### src/rtl/ps2_dev_pkg.sv
package ps2_dev_pkg;

  typedef enum logic [3:0] {
    ST_IDLE,
    ST_TX_H,
    ST_TX_L,
    ST_RX_H,
    ST_RX_L,
    ST_ACK_H,
    ST_ACK_L,
    ST_GAP
  } eng_state_t;

  typedef struct packed {
    logic       err;
    logic [7:0] data;
  } rx_entry_t;

  // Bit that makes data plus parity hold an odd count of ones
  function automatic logic odd_par(input logic [7:0] d);
    return ~^d;
  endfunction

endpackage

### src/rtl/ps2_dev_linemon.sv
module ps2_dev_linemon #(
  parameter int INHIBIT_CYC = 10000
) (
  input  logic clk,
  input  logic rst_n,
  input  logic clk_pad_i,
  input  logic dat_pad_i,
  input  logic own_clk_low,
  output logic clk_s,
  output logic dat_s,
  output logic inhibit,
  output logic rts_pulse
);

  localparam int CW = $clog2(INHIBIT_CYC + 1);

  logic         clk_m_q, dat_m_q, clk_s_q, dat_s_q;
  logic [CW-1:0] cnt_q, cnt_n;
  logic         inh_q, inh_n, rts_q, rts_n;

  always_comb begin
    if (!clk_s_q && !own_clk_low) begin
      cnt_n = (cnt_q == CW'(INHIBIT_CYC)) ? cnt_q : cnt_q + 1'b1;
    end else begin
      cnt_n = '0;
    end
    inh_n = (cnt_n == CW'(INHIBIT_CYC));
    rts_n = inh_q && clk_s_q && !dat_s_q;
  end

  always_ff @(posedge clk or negedge rst_n) begin
    if (!rst_n) begin
      clk_m_q <= 1'b1;
      dat_m_q <= 1'b1;
      clk_s_q <= 1'b1;
      dat_s_q <= 1'b1;
      cnt_q   <= '0;
      inh_q   <= 1'b0;
      rts_q   <= 1'b0;
    end else begin
      clk_m_q <= clk_pad_i;
      dat_m_q <= dat_pad_i;
      clk_s_q <= clk_m_q;
      dat_s_q <= dat_m_q;
      cnt_q   <= cnt_n;
      inh_q   <= inh_n;
      rts_q   <= rts_n;
    end
  end

  assign clk_s     = clk_s_q;
  assign dat_s     = dat_s_q;
  assign inhibit   = inh_q;
  assign rts_pulse = rts_q;

  p_inhibit_from_low_r4: assert property (@(posedge clk) disable iff (!rst_n)
    $rose(inh_q) |-> $past(!clk_s_q));

  p_rts_single_r5: assert property (@(posedge clk) disable iff (!rst_n)
    rts_q |=> !rts_q);

endmodule

### src/rtl/ps2_dev_txbuf.sv
module ps2_dev_txbuf #(
  parameter int DEPTH = 16
) (
  input  logic                     clk,
  input  logic                     rst_n,
  input  logic                     wr,
  input  logic [7:0]               wdata,
  input  logic                     go,
  input  logic [$clog2(DEPTH)-1:0] len,
  input  logic                     byte_sent,
  output logic                     busy,
  output logic                     done,
  output logic [7:0]               cur_byte
);

  localparam int PW = $clog2(DEPTH);

  logic [7:0]    mem_q [DEPTH];
  logic [PW-1:0] wp_q, wp_n, rp_q, rp_n, len_q, len_n;
  logic          busy_q, busy_n, done_n, done_q;
  logic          mem_we;

  assign mem_we = wr && !busy_q && !go;

  always_comb begin
    wp_n   = wp_q;
    rp_n   = rp_q;
    len_n  = len_q;
    busy_n = busy_q;
    done_n = 1'b0;
    if (!busy_q) begin
      if (go) begin
        busy_n = 1'b1;
        len_n  = len;
        rp_n   = '0;
      end else if (wr) begin
        wp_n = wp_q + 1'b1;
      end
    end else if (byte_sent) begin
      if (rp_q == len_q) begin
        busy_n = 1'b0;
        done_n = 1'b1;
        wp_n   = '0;
      end else begin
        rp_n = rp_q + 1'b1;
      end
    end
  end

  always_ff @(posedge clk or negedge rst_n) begin
    if (!rst_n) begin
      wp_q   <= '0;
      rp_q   <= '0;
      len_q  <= '0;
      busy_q <= 1'b0;
      done_q <= 1'b0;
    end else begin
      wp_q   <= wp_n;
      rp_q   <= rp_n;
      len_q  <= len_n;
      busy_q <= busy_n;
      done_q <= done_n;
    end
  end

  for (genvar i = 0; i < DEPTH; i++) begin : g_slot
    always_ff @(posedge clk) begin
      if (mem_we && wp_q == PW'(i)) begin
        mem_q[i] <= wdata;
      end
    end
  end

  assign busy     = busy_q;
  assign done     = done_q;
  assign cur_byte = mem_q[rp_q];

  p_rd_within_len_r3: assert property (@(posedge clk) disable iff (!rst_n)
    busy_q |-> (rp_q <= len_q));

  p_done_ends_run_r3: assert property (@(posedge clk) disable iff (!rst_n)
    done_q |-> !busy_q);

endmodule

### src/rtl/ps2_dev_rxbuf.sv
module ps2_dev_rxbuf
  import ps2_dev_pkg::*;
(
  input  logic      clk,
  input  logic      rst_n,
  input  logic      push,
  input  rx_entry_t push_ent,
  input  logic      pop,
  output logic      valid,
  output rx_entry_t front
);

  rx_entry_t f_q, f_n, b_q, b_n;
  logic      fv_q, fv_n, bv_q, bv_n;

  always_comb begin
    f_n  = f_q;
    b_n  = b_q;
    fv_n = fv_q;
    bv_n = bv_q;
    if (pop && fv_q) begin
      f_n  = b_q;
      fv_n = bv_q;
      bv_n = 1'b0;
    end
    if (push) begin
      if (!fv_n) begin
        f_n  = push_ent;
        fv_n = 1'b1;
      end else if (!bv_n) begin
        b_n  = push_ent;
        bv_n = 1'b1;
      end
    end
  end

  always_ff @(posedge clk or negedge rst_n) begin
    if (!rst_n) begin
      fv_q <= 1'b0;
      bv_q <= 1'b0;
      f_q  <= '0;
      b_q  <= '0;
    end else begin
      fv_q <= fv_n;
      bv_q <= bv_n;
      f_q  <= f_n;
      b_q  <= b_n;
    end
  end

  assign valid = fv_q;
  assign front = f_q;

  p_back_needs_front_r8: assert property (@(posedge clk) disable iff (!rst_n)
    bv_q |-> fv_q);

  p_full_keeps_front_r8: assert property (@(posedge clk) disable iff (!rst_n)
    (fv_q && bv_q && !pop) |=> (fv_q && bv_q && $stable(f_q)));

endmodule

### src/rtl/ps2_dev_engine.sv
module ps2_dev_engine
  import ps2_dev_pkg::*;
#(
  parameter int HALF_CYC = 4000
) (
  input  logic      clk,
  input  logic      rst_n,
  input  logic      freeze,
  input  logic      clk_s,
  input  logic      dat_s,
  input  logic      inhibit,
  input  logic      rts_pulse,
  input  logic      tx_req,
  input  logic [7:0] tx_byte,
  output logic      drv_clk,
  output logic      drv_dat,
  output logic      byte_sent,
  output logic      rx_push,
  output rx_entry_t rx_ent
);

  localparam int TW = $clog2(HALF_CYC);
  localparam logic [3:0] LAST_BIT = 4'd10;

  eng_state_t   st_q, st_n;
  logic [TW-1:0] t_q, t_n;
  logic [3:0]   bit_q, bit_n;
  logic [10:0]  sh_q, sh_n;
  logic         pend_q, pend_n;
  logic         end_ph, good, bus_idle;

  assign end_ph   = (t_q == TW'(HALF_CYC - 1));
  assign bus_idle = clk_s && dat_s;
  assign good     = !sh_q[0] && sh_q[10] && (^sh_q[9:1]);

  always_comb begin
    st_n      = st_q;
    t_n       = end_ph ? '0 : t_q + 1'b1;
    bit_n     = bit_q;
    sh_n      = sh_q;
    pend_n    = pend_q || rts_pulse;
    byte_sent = 1'b0;
    rx_push   = 1'b0;
    case (st_q)
      ST_IDLE: begin
        if (!bus_idle)   t_n = '0;
        else if (end_ph) t_n = t_q;
        if (pend_q) begin
          st_n   = ST_RX_H;
          t_n    = '0;
          bit_n  = '0;
          pend_n = 1'b0;
        end else if (tx_req && !inhibit && bus_idle && end_ph) begin
          st_n  = ST_TX_H;
          t_n   = '0;
          bit_n = '0;
          sh_n  = {1'b1, odd_par(tx_byte), tx_byte, 1'b0};
        end
      end
      ST_TX_H: if (end_ph) st_n = clk_s ? ST_TX_L : ST_IDLE;
      ST_TX_L: begin
        if (end_ph) begin
          if (bit_q == LAST_BIT) begin
            st_n      = ST_GAP;
            byte_sent = 1'b1;
          end else begin
            sh_n  = {1'b1, sh_q[10:1]};
            bit_n = bit_q + 1'b1;
            st_n  = ST_TX_H;
          end
        end
      end
      ST_RX_H: begin
        if (end_ph) begin
          if (!clk_s) begin
            st_n = ST_IDLE;
          end else begin
            sh_n = {dat_s, sh_q[10:1]};
            st_n = ST_RX_L;
          end
        end
      end
      ST_RX_L: begin
        if (end_ph) begin
          if (bit_q == LAST_BIT) begin
            rx_push = 1'b1;
            st_n    = good ? ST_ACK_H : ST_GAP;
          end else begin
            bit_n = bit_q + 1'b1;
            st_n  = ST_RX_H;
          end
        end
      end
      ST_ACK_H: if (end_ph) st_n = ST_ACK_L;
      ST_ACK_L: if (end_ph) st_n = ST_GAP;
      ST_GAP:   if (end_ph) st_n = ST_IDLE;
      default:  st_n = ST_IDLE;
    endcase
    if (freeze) begin
      st_n   = ST_IDLE;
      t_n    = '0;
      pend_n = 1'b0;
    end
  end

  always_ff @(posedge clk or negedge rst_n) begin
    if (!rst_n) begin
      st_q   <= ST_IDLE;
      t_q    <= '0;
      bit_q  <= '0;
      sh_q   <= '1;
      pend_q <= 1'b0;
    end else begin
      st_q   <= st_n;
      t_q    <= t_n;
      bit_q  <= bit_n;
      sh_q   <= sh_n;
      pend_q <= pend_n;
    end
  end

  assign drv_clk = (st_q == ST_TX_L) || (st_q == ST_RX_L) || (st_q == ST_ACK_L);
  assign drv_dat = ((st_q == ST_TX_H) || (st_q == ST_TX_L)) ? !sh_q[0]
                 : ((st_q == ST_ACK_H) || (st_q == ST_ACK_L));
  assign rx_ent.err  = !good;
  assign rx_ent.data = sh_q[8:1];

  p_data_still_in_low_r1: assert property (@(posedge clk) disable iff (!rst_n)
    (st_q == ST_TX_L && $past(st_q) == ST_TX_L) |-> $stable(drv_dat));

  p_timer_bound_r2: assert property (@(posedge clk) disable iff (!rst_n)
    t_q <= TW'(HALF_CYC - 1));

  p_push_single_r7: assert property (@(posedge clk) disable iff (!rst_n)
    rx_push |=> !rx_push);

  p_abort_releases_r9: assert property (@(posedge clk) disable iff (!rst_n)
    (st_q == ST_TX_H && end_ph && !clk_s && !freeze) |=> (!drv_clk && !drv_dat));

endmodule

### src/rtl/ps2_dev_top.sv
module ps2_dev_top
  import ps2_dev_pkg::*;
#(
  parameter int HALF_CYC    = 4000,
  parameter int INHIBIT_CYC = 10000,
  parameter int TX_DEPTH    = 16,
  localparam int LW         = $clog2(TX_DEPTH)
) (
  input  logic          clk,
  input  logic          rst_n,
  input  logic          ps2_clk_i,
  input  logic          ps2_dat_i,
  output logic          ps2_clk_oe,
  output logic          ps2_dat_oe,
  input  logic [LW-1:0] tx_len,
  input  logic          tx_wr,
  input  logic [7:0]    tx_wdata,
  input  logic          tx_go,
  output logic          tx_busy,
  output logic          tx_done,
  output logic          rx_valid,
  output logic [7:0]    rx_data,
  output logic          rx_err,
  input  logic          rx_pop,
  output logic          host_inhibit,
  output logic          host_rts,
  input  logic          sw_ovr,
  input  logic          sw_clk_low,
  input  logic          sw_dat_low
);

  logic      clk_s, dat_s, inh, rts;
  logic      eng_clk, eng_dat, sent, push;
  logic [7:0] cur;
  rx_entry_t ent, head;

  assign ps2_clk_oe = sw_ovr ? sw_clk_low : eng_clk;
  assign ps2_dat_oe = sw_ovr ? sw_dat_low : eng_dat;

  ps2_dev_linemon #(.INHIBIT_CYC(INHIBIT_CYC)) u_mon (
    .clk(clk), .rst_n(rst_n),
    .clk_pad_i(ps2_clk_i), .dat_pad_i(ps2_dat_i), .own_clk_low(ps2_clk_oe),
    .clk_s(clk_s), .dat_s(dat_s), .inhibit(inh), .rts_pulse(rts)
  );

  ps2_dev_txbuf #(.DEPTH(TX_DEPTH)) u_txb (
    .clk(clk), .rst_n(rst_n),
    .wr(tx_wr), .wdata(tx_wdata), .go(tx_go), .len(tx_len),
    .byte_sent(sent), .busy(tx_busy), .done(tx_done), .cur_byte(cur)
  );

  ps2_dev_engine #(.HALF_CYC(HALF_CYC)) u_eng (
    .clk(clk), .rst_n(rst_n), .freeze(sw_ovr),
    .clk_s(clk_s), .dat_s(dat_s), .inhibit(inh), .rts_pulse(rts),
    .tx_req(tx_busy), .tx_byte(cur),
    .drv_clk(eng_clk), .drv_dat(eng_dat), .byte_sent(sent),
    .rx_push(push), .rx_ent(ent)
  );

  ps2_dev_rxbuf u_rxb (
    .clk(clk), .rst_n(rst_n),
    .push(push), .push_ent(ent), .pop(rx_pop),
    .valid(rx_valid), .front(head)
  );

  assign rx_data      = head.data;
  assign rx_err       = head.err;
  assign host_inhibit = inh;
  assign host_rts     = rts;

  p_override_freezes_r10: assert property (@(posedge clk) disable iff (!rst_n)
    sw_ovr |=> (!eng_clk && !eng_dat));

  p_sent_only_when_busy_r3: assert property (@(posedge clk) disable iff (!rst_n)
    sent |-> tx_busy);

endmodule

### config.mk
export PLATFORM = sky130hd
export DESIGN_NAME = ps2_dev_top
export DESIGN_NICKNAME = d
export VERILOG_FILES = /design/src/rtl/ps2_dev_pkg.sv /design/src/rtl/ps2_dev_linemon.sv /design/src/rtl/ps2_dev_txbuf.sv /design/src/rtl/ps2_dev_rxbuf.sv /design/src/rtl/ps2_dev_engine.sv /design/src/rtl/ps2_dev_top.sv
export SDC_FILE = /design/constraint.sdc
export NUM_CORES = 1
export LEC_CHECK = 0
export BUFFER_PORTS_ARGS = -buffer_cell sky130_fd_sc_hd__buf_2
export CORE_MARGIN = 5
export CORE_UTILIZATION = 61
export DETAILED_ROUTE_END_ITERATION = 16
export PLACE_DENSITY = 0.86
export SYNTH_ARGS = -nofsm -noshare
export SYNTH_HDL_FRONTEND = slang
export SYNTH_SLANG_ARGS = --single-unit
### constraint.sdc
create_clock -name clk -period 2.8 [get_ports clk]
set_input_delay 0.56 -clock clk [delete_from_list [all_inputs] [get_ports clk]]
set_output_delay 0.56 -clock clk [all_outputs]
set_load 0.005 [all_outputs]
[After elaboration in Yosys (flattened, before gate mapping)]
Memories as Yosys holds them, arrays and structs flattened.
Index checks and enable logic that the tools add are counted.
Operators by class
  $add $sub $neg: 5
  equal/unequal tests: 49
  mux-type cells: 148
  bitwise operators: 2
  reduce and logical (&&, ||, !) cells: 72
Operators with widths (count)
  2-to-1 mux 4 bit: 39
  2-to-1 mux 8 bit: 15
  OR reduction 8 bit: 15
  2-to-1 mux 12 bit: 7
  2-to-1 mux 1 bit: 69
  2-to-1 mux 11 bit: 6
  == test 4 bit (second input constant): 9
  case mux 11 bit (3 select lines): 1
  == test 4 x 3 -> 1 bit (second input constant): 8
  case mux 4 bit (8 select lines): 1
  == test 14 bit (second input constant): 2
  logical AND 1 bit: 28
  2-to-1 mux 14 bit: 2
  2-to-1 mux 9 bit: 3
  inequality test 3 x 2 -> 1 bit (second input constant): 7
  == test 4 x 2 -> 1 bit (second input constant): 4
  adder 14 x 1 -> 14 bit (second input constant): 1
  inequality test 2 bit (second input constant): 7
  adder 12 x 1 -> 12 bit (second input constant): 1
  adder 4 x 1 -> 4 bit (second input constant): 3
  == test 12 bit (second input constant): 1
  inequality test 2 x 1 -> 1 bit (second input constant): 5
  XOR reduction 9 bit: 1
  == test 4 x 1 -> 1 bit (second input constant): 2
  20 further kinds: 39
Storage, ports and cells
  register bits after elaboration: 86
  bits in writable memories: 128
  input port bits: 22
  output and inout port bits: 16
  word-level logic and storage cells: 300
  memories: 1
Memories
  u_txb.mem_q: depth 16, bits a word 8, rd ports 1, clocked after memory_dff 0, wr ports 1, RTL line ps2_dev_txbuf.sv:18  | logic [7:0] mem_q [DEPTH];

[Logic depth before layout (Yosys ltp)]
  word-level depth: 22
  gate-level depth with buffers: 11
  gate-level depth less buffers: 9

[Cells and area by module]
Synthesis repeated with hierarchy kept, for this count alone.
Second synthesis, totals
  cell total of the unflattened synthesis: 716
  area total of the unflattened synthesis: 9855.7 µm²
By module, submodules not included
  ps2_dev_txbuf: times used 1, cells each 323, area an instance 5738.0 µm², seq. area each 4194.0 µm²
  ps2_dev_engine: times used 1, cells each 224, area an instance 2114.5 µm², seq. area each 789.5 µm²
  ps2_dev_linemon: times used 1, cells each 108, area an instance 1097.3 µm², seq. area each 505.5 µm²
  ps2_dev_rxbuf: times used 1, cells each 59, area an instance 883.3 µm², seq. area each 500.5 µm²
  ps2_dev_top: times used 1, cells each 2, area an instance 22.5 µm², seq. area each 0.0 µm²

[Worst setup path before layout]
OpenSTA, ideal clock, no wires.
  path kind: input-to-reg
  start: in sw_ovr
  end: reg u_mon.inh_q (netlist: u_mon.inhibit)
  setup time: 0.068 ns
  data arrival time: 2.138 ns
  required time: 2.732 ns
  path slack: 0.595 ns
  cell stages on the path: 7
  path buffers: 2
  path through: clkbuf_1 -> o31ai_1 -> or2_2 -> clkbuf_1 -> or4_1 -> nor2_1 -> and4_1
On the way
  cells in the longest elaborated chain, start to end: 5
Ends and longest elaborated chain
  start: declaration: RTL line ps2_dev_top.sv:27  | input logic sw_ovr,
  2-to-1 mux 1 bit: RTL line ps2_dev_top.sv:37  | assign ps2_clk_oe = sw_ovr ? sw_clk_low : eng_clk;
  net ps2_clk_oe: RTL line ps2_dev_top.sv:13  | output logic ps2_clk_oe,
  logical NOT 1 bit: RTL line ps2_dev_linemon.sv:22  | if (!clk_s_q && !own_clk_low) begin
  logical AND 1 bit: RTL line ps2_dev_linemon.sv:22
  2-to-1 mux 14 bit: RTL line ps2_dev_linemon.sv:22
  == test 14 bit: RTL line ps2_dev_linemon.sv:27  | inh_n = (cnt_n == CW'(INHIBIT_CYC));
  net u_mon.inh_n: RTL line ps2_dev_linemon.sv:19  | logic inh_q, inh_n, rts_q, rts_n;
  end signal: assignment: RTL line ps2_dev_linemon.sv:46  | inh_q <= inh_n;
  end: declaration: RTL line ps2_dev_linemon.sv:19
The timed path passes the listed nets, and every way through them passes these cells.
A chain may end at the register's enable or synchronous reset.

[Worst setup path after layout]
  start: reg u_eng.t_q[0]
  end: reg u_txb.wp_q[0]
On the way
  cells in the longest elaborated chain, start to end: 5
Ends and longest elaborated chain
  start: declaration: RTL line ps2_dev_engine.sv:26  | logic [TW-1:0] t_q, t_n;
  start signal: assignment: RTL line ps2_dev_engine.sv:115  | t_q <= t_n;
  == test 12 bit: RTL line ps2_dev_engine.sv:32  | assign end_ph = (t_q == TW'(HALF_CYC - 1));
  2-to-1 mux 1 bit: RTL line ps2_dev_engine.sv:62  | if (end_ph) begin
  2-to-1 mux 1 bit: RTL line ps2_dev_engine.sv:44  | case (st_q)
  inequality test 2 bit (no line)
  AND reduction 4 bit (no line)
  end signal: assignment: RTL line ps2_dev_txbuf.sv:58  | wp_q <= wp_n;
  end: declaration: RTL line ps2_dev_txbuf.sv:19  | logic [PW-1:0] wp_q, wp_n, rp_q, rp_n, len_q, len_n;
Every way passes these cells.

==> metrics <==
outcome=finished clean; PD cells=673 nW/um2; Initial DRC Count=637; P&R area growth vs syn=12.7%; fin crit period=2.59 ns; NetSw=1.66 mW; Synth Cell Area=9470 um2; critical path class=reg -> reg; largest cells by area after synthesis=edfxtp_1 (41%), dfrtp_1 (19%), mux4_2 (5.0%), dfstp_2 (4.2%), mux4_1 (3.1%); GP Congestion=0.840; Slew @ Worst Pin=0.662 ns; CP Cell Sequence=ha_1 > nand4_1 > nor3_1 > a21boi_0 > a21oi_2 > nand2_1 > mux2_2 > o22ai_1; largest area contributor in the netlist=edfxtp_1; Remaining Overflow, GRT=0; Commonest cells post-synth=edfxtp_1 (128), nor2_1 (74), dfrtp_1 (70); peak supply drop=0.413 mV; max cap viols=0; RSZ-0062 raised after global routing=no; final period utilization=92.5%; Post-synth EDFFs=128; Gate power share=10.0%; switching portion of total power=23.1%; Sum Neg Setup Slack=0 ns; H-tree levels=1; Distinct cells, synth=60; most common cell in the netlist=edfxtp_1; largest net degree at the start of global routing=54; CP required=3.22 ns; # nets final=780; Vias=6028; Final ANT Viol Nets=0; Critical Path AT=3.01 ns; Crit path max-delay family=simple AND/OR/NAND/NOR gates; CTS resizes=0; Clock Power Share=41.2%; flops & latches, synth=213; postcts setup bufs=0; endpoint class of the critical path=flip-flop; WP buf/inv=0; Fin. Hold Viols=0; Detailed Routing Iterations Pass 1=7; Post-CTS Hold Buffers=0; Leak Pwr=4.15 nW; Place WS=0.232 ns; register clock-pin slew on the reported worst setup and hold paths=0.06 ns; I/O pin count=38; total core area=15200 um2; post-route setup slack=0.209 ns; clock root buffer master=clkbuf_16; Final Slew Violations=0; worst clock skew=0.0112 ns; crit-path max FO=7; critical path's slowest cell=nor3_1; global-route wire length before repair=32000 um; CP Launch Type=flip-flop; initial antenna violation count=0; Initial Utilization=62.3%; TritonCTS Buffers=23; sequential share of power=48.8%; # rows=45; Clock Latency Late Sink=0.51 ns; routed wire length=19800 um; final-layout fill cell count=910; share of the synthesized area in the top cell type=40.6%; final hold slack=0.0616 ns; Int Power=5.52 mW; Min-Delay Path Class=in -> async; total power draw=7.18 mW; setup violators final=0; share of cells above drive strength 1=20.7%; post-route DRC violation count=0; Net Count, Synth=728; sequential fraction of the synthesis area=63.3%; clock buffer depth=3; Ys Warns=0; port bufs=37; final core occ=70.2%; clock sink count=213; die width=135 um; CTS tree=yes; async set-or-reset flop fraction in the synthesized netlist=39.9%; delay of the slowest critical-path stage=0.48 ns; prevailing post-synth register cell=edfxtp_1; vias per cell=6.32; Fmax=386 MHz; WL/cell=20.8 um; mean area per synthesized cell=13.6 um2; Relative slew margins=55.9%; gr usage total=22.3%; Die Ht=135 um; post-DP HPWL=13000 um; vias in the first global route=6061; overall die area=18100 um2; Synth Instances=696
layout by cell type, fill, tap and decap left out, types with 13 or more instances in the layout:
| cell | instances |
|---|---|
| dfrtp_1 | 69 |
| mux2_2 | 15 |
| mux4_2 | 21 |
| a22oi_1 | 16 |
| mux2i_1 | 18 |
| nand2_1 | 51 |
| buf_4 | 22 |
| o21ai_0 | 32 |
| nor2_1 | 74 |
| a21oi_1 | 28 |
| inv_1 | 13 |
| dfstp_2 | 15 |
| buf_2 | 36 |
| xor2_1 | 13 |
| nor3_1 | 15 |
| clkbuf_16 | 23 |
| edfxtp_1 | 128 |
| nand3_1 | 17 |
| xnor2_1 | 27 |
final timing paths:
kind / end / startpoint / slack, ns / cells after the start
worst max-delay path: u_txb.wp_q[0] / u_eng.t_q[0] / 0.21 / 8
worst min-delay path: u_eng.t_q[8] / rst_n / 0.06 / 1
worst max register to register: u_txb.wp_q[0] / u_eng.t_q[0] / 0.21 / 8
worst min register to register: u_mon.clk_s / u_mon.clk_m_q / 0.36 / 0
max in group asynchronous: u_eng.sh_q[8] / rst_n / 2.01 / 2
min in group clk: u_mon.clk_m_q / ps2_clk_i / 0.15 / 1
power by group through the flow:
stage / Combinational [mW] / Sequential, mW / Clock, mW
2_1_floorplan: 0.541 / 3.53 / 0
3_3_place_gp: 0.679 / 3.56 / 0
3_5_place_dp: 0.709 / 3.56 / 0
4_1_cts: 0.720 / 3.50 / 2.99
5_1_grt: 0.785 / 3.51 / 3.16
6_report: 0.718 / 3.50 / 2.95
cell type report:
| cell class | count | area (um2) | share of cell area [%] |
|---|---|---|---|
| multi-input cells | 437 | 3260 | 30.6 |
| inverters | 13 | 48.8 | 0.457 |
| clock inverters | 11 | 116 | 1.09 |
| diodes | 1 | 2.50 | 0.0235 |
| repair buffers | 60 | 385 | 3.61 |
| clock buffers | 31 | 626 | 5.87 |
| flip-flops and latches | 213 | 5990 | 56.2 |
| well taps | 188 | 235 | 2.21 |
flip-flops by register name, summed over array words and instances (netlist names), 4 cells and up:
name,count
u_eng.bit_q,4
u_eng.sh_q,11
u_eng.t_q,12
u_mon.cnt_q,14
u_rxb.b_q,9
u_rxb.front,9
u_txb.len_q,4
u_txb.mem_q,128
u_txb.rp_q,4
u_txb.wp_q,4
kinds of logic (layout without fill, tap and decap cells):
kind of cell	count (synthesis)	after routing	share of synthesized area [%]
mux	65	65	11.7
other cells	0	1	0
flops	213	213	63.3
buf+inv	46	115	2.33
simple gates	219	219	11.0
compound gates	103	103	6.65
fa+ha+maj	10	10	1.32
xor+xnor	40	40	3.70
per-layer routing:
| metal | global-route usage (%) | share of wire (%) | up-vias |
|---|---|---|---|
| li1 | - | - | 2687 |
| met1 | 28.9 | 38 | 2994 |
| met2 | 39.1 | 51 | 289 |
| met3 | 3.61 | 7.8 | 58 |
| met4 | 7.07 | 2.8 | 0 |
| met5 | 0 | 0 | - |
metrics by stage:
| stage | std cells | area (um2) |
|---|---|---|
| floorplan | 696 | 9470 |
| global placement | 911 | 9920 |
| detailed placement | 911 | 9920 |
| CTS | 953 | 10700 |
| global route | 953 | 10700 |
| finish | 954 | 10700 |
No activity file was read; power rests on OpenSTA's default activity.
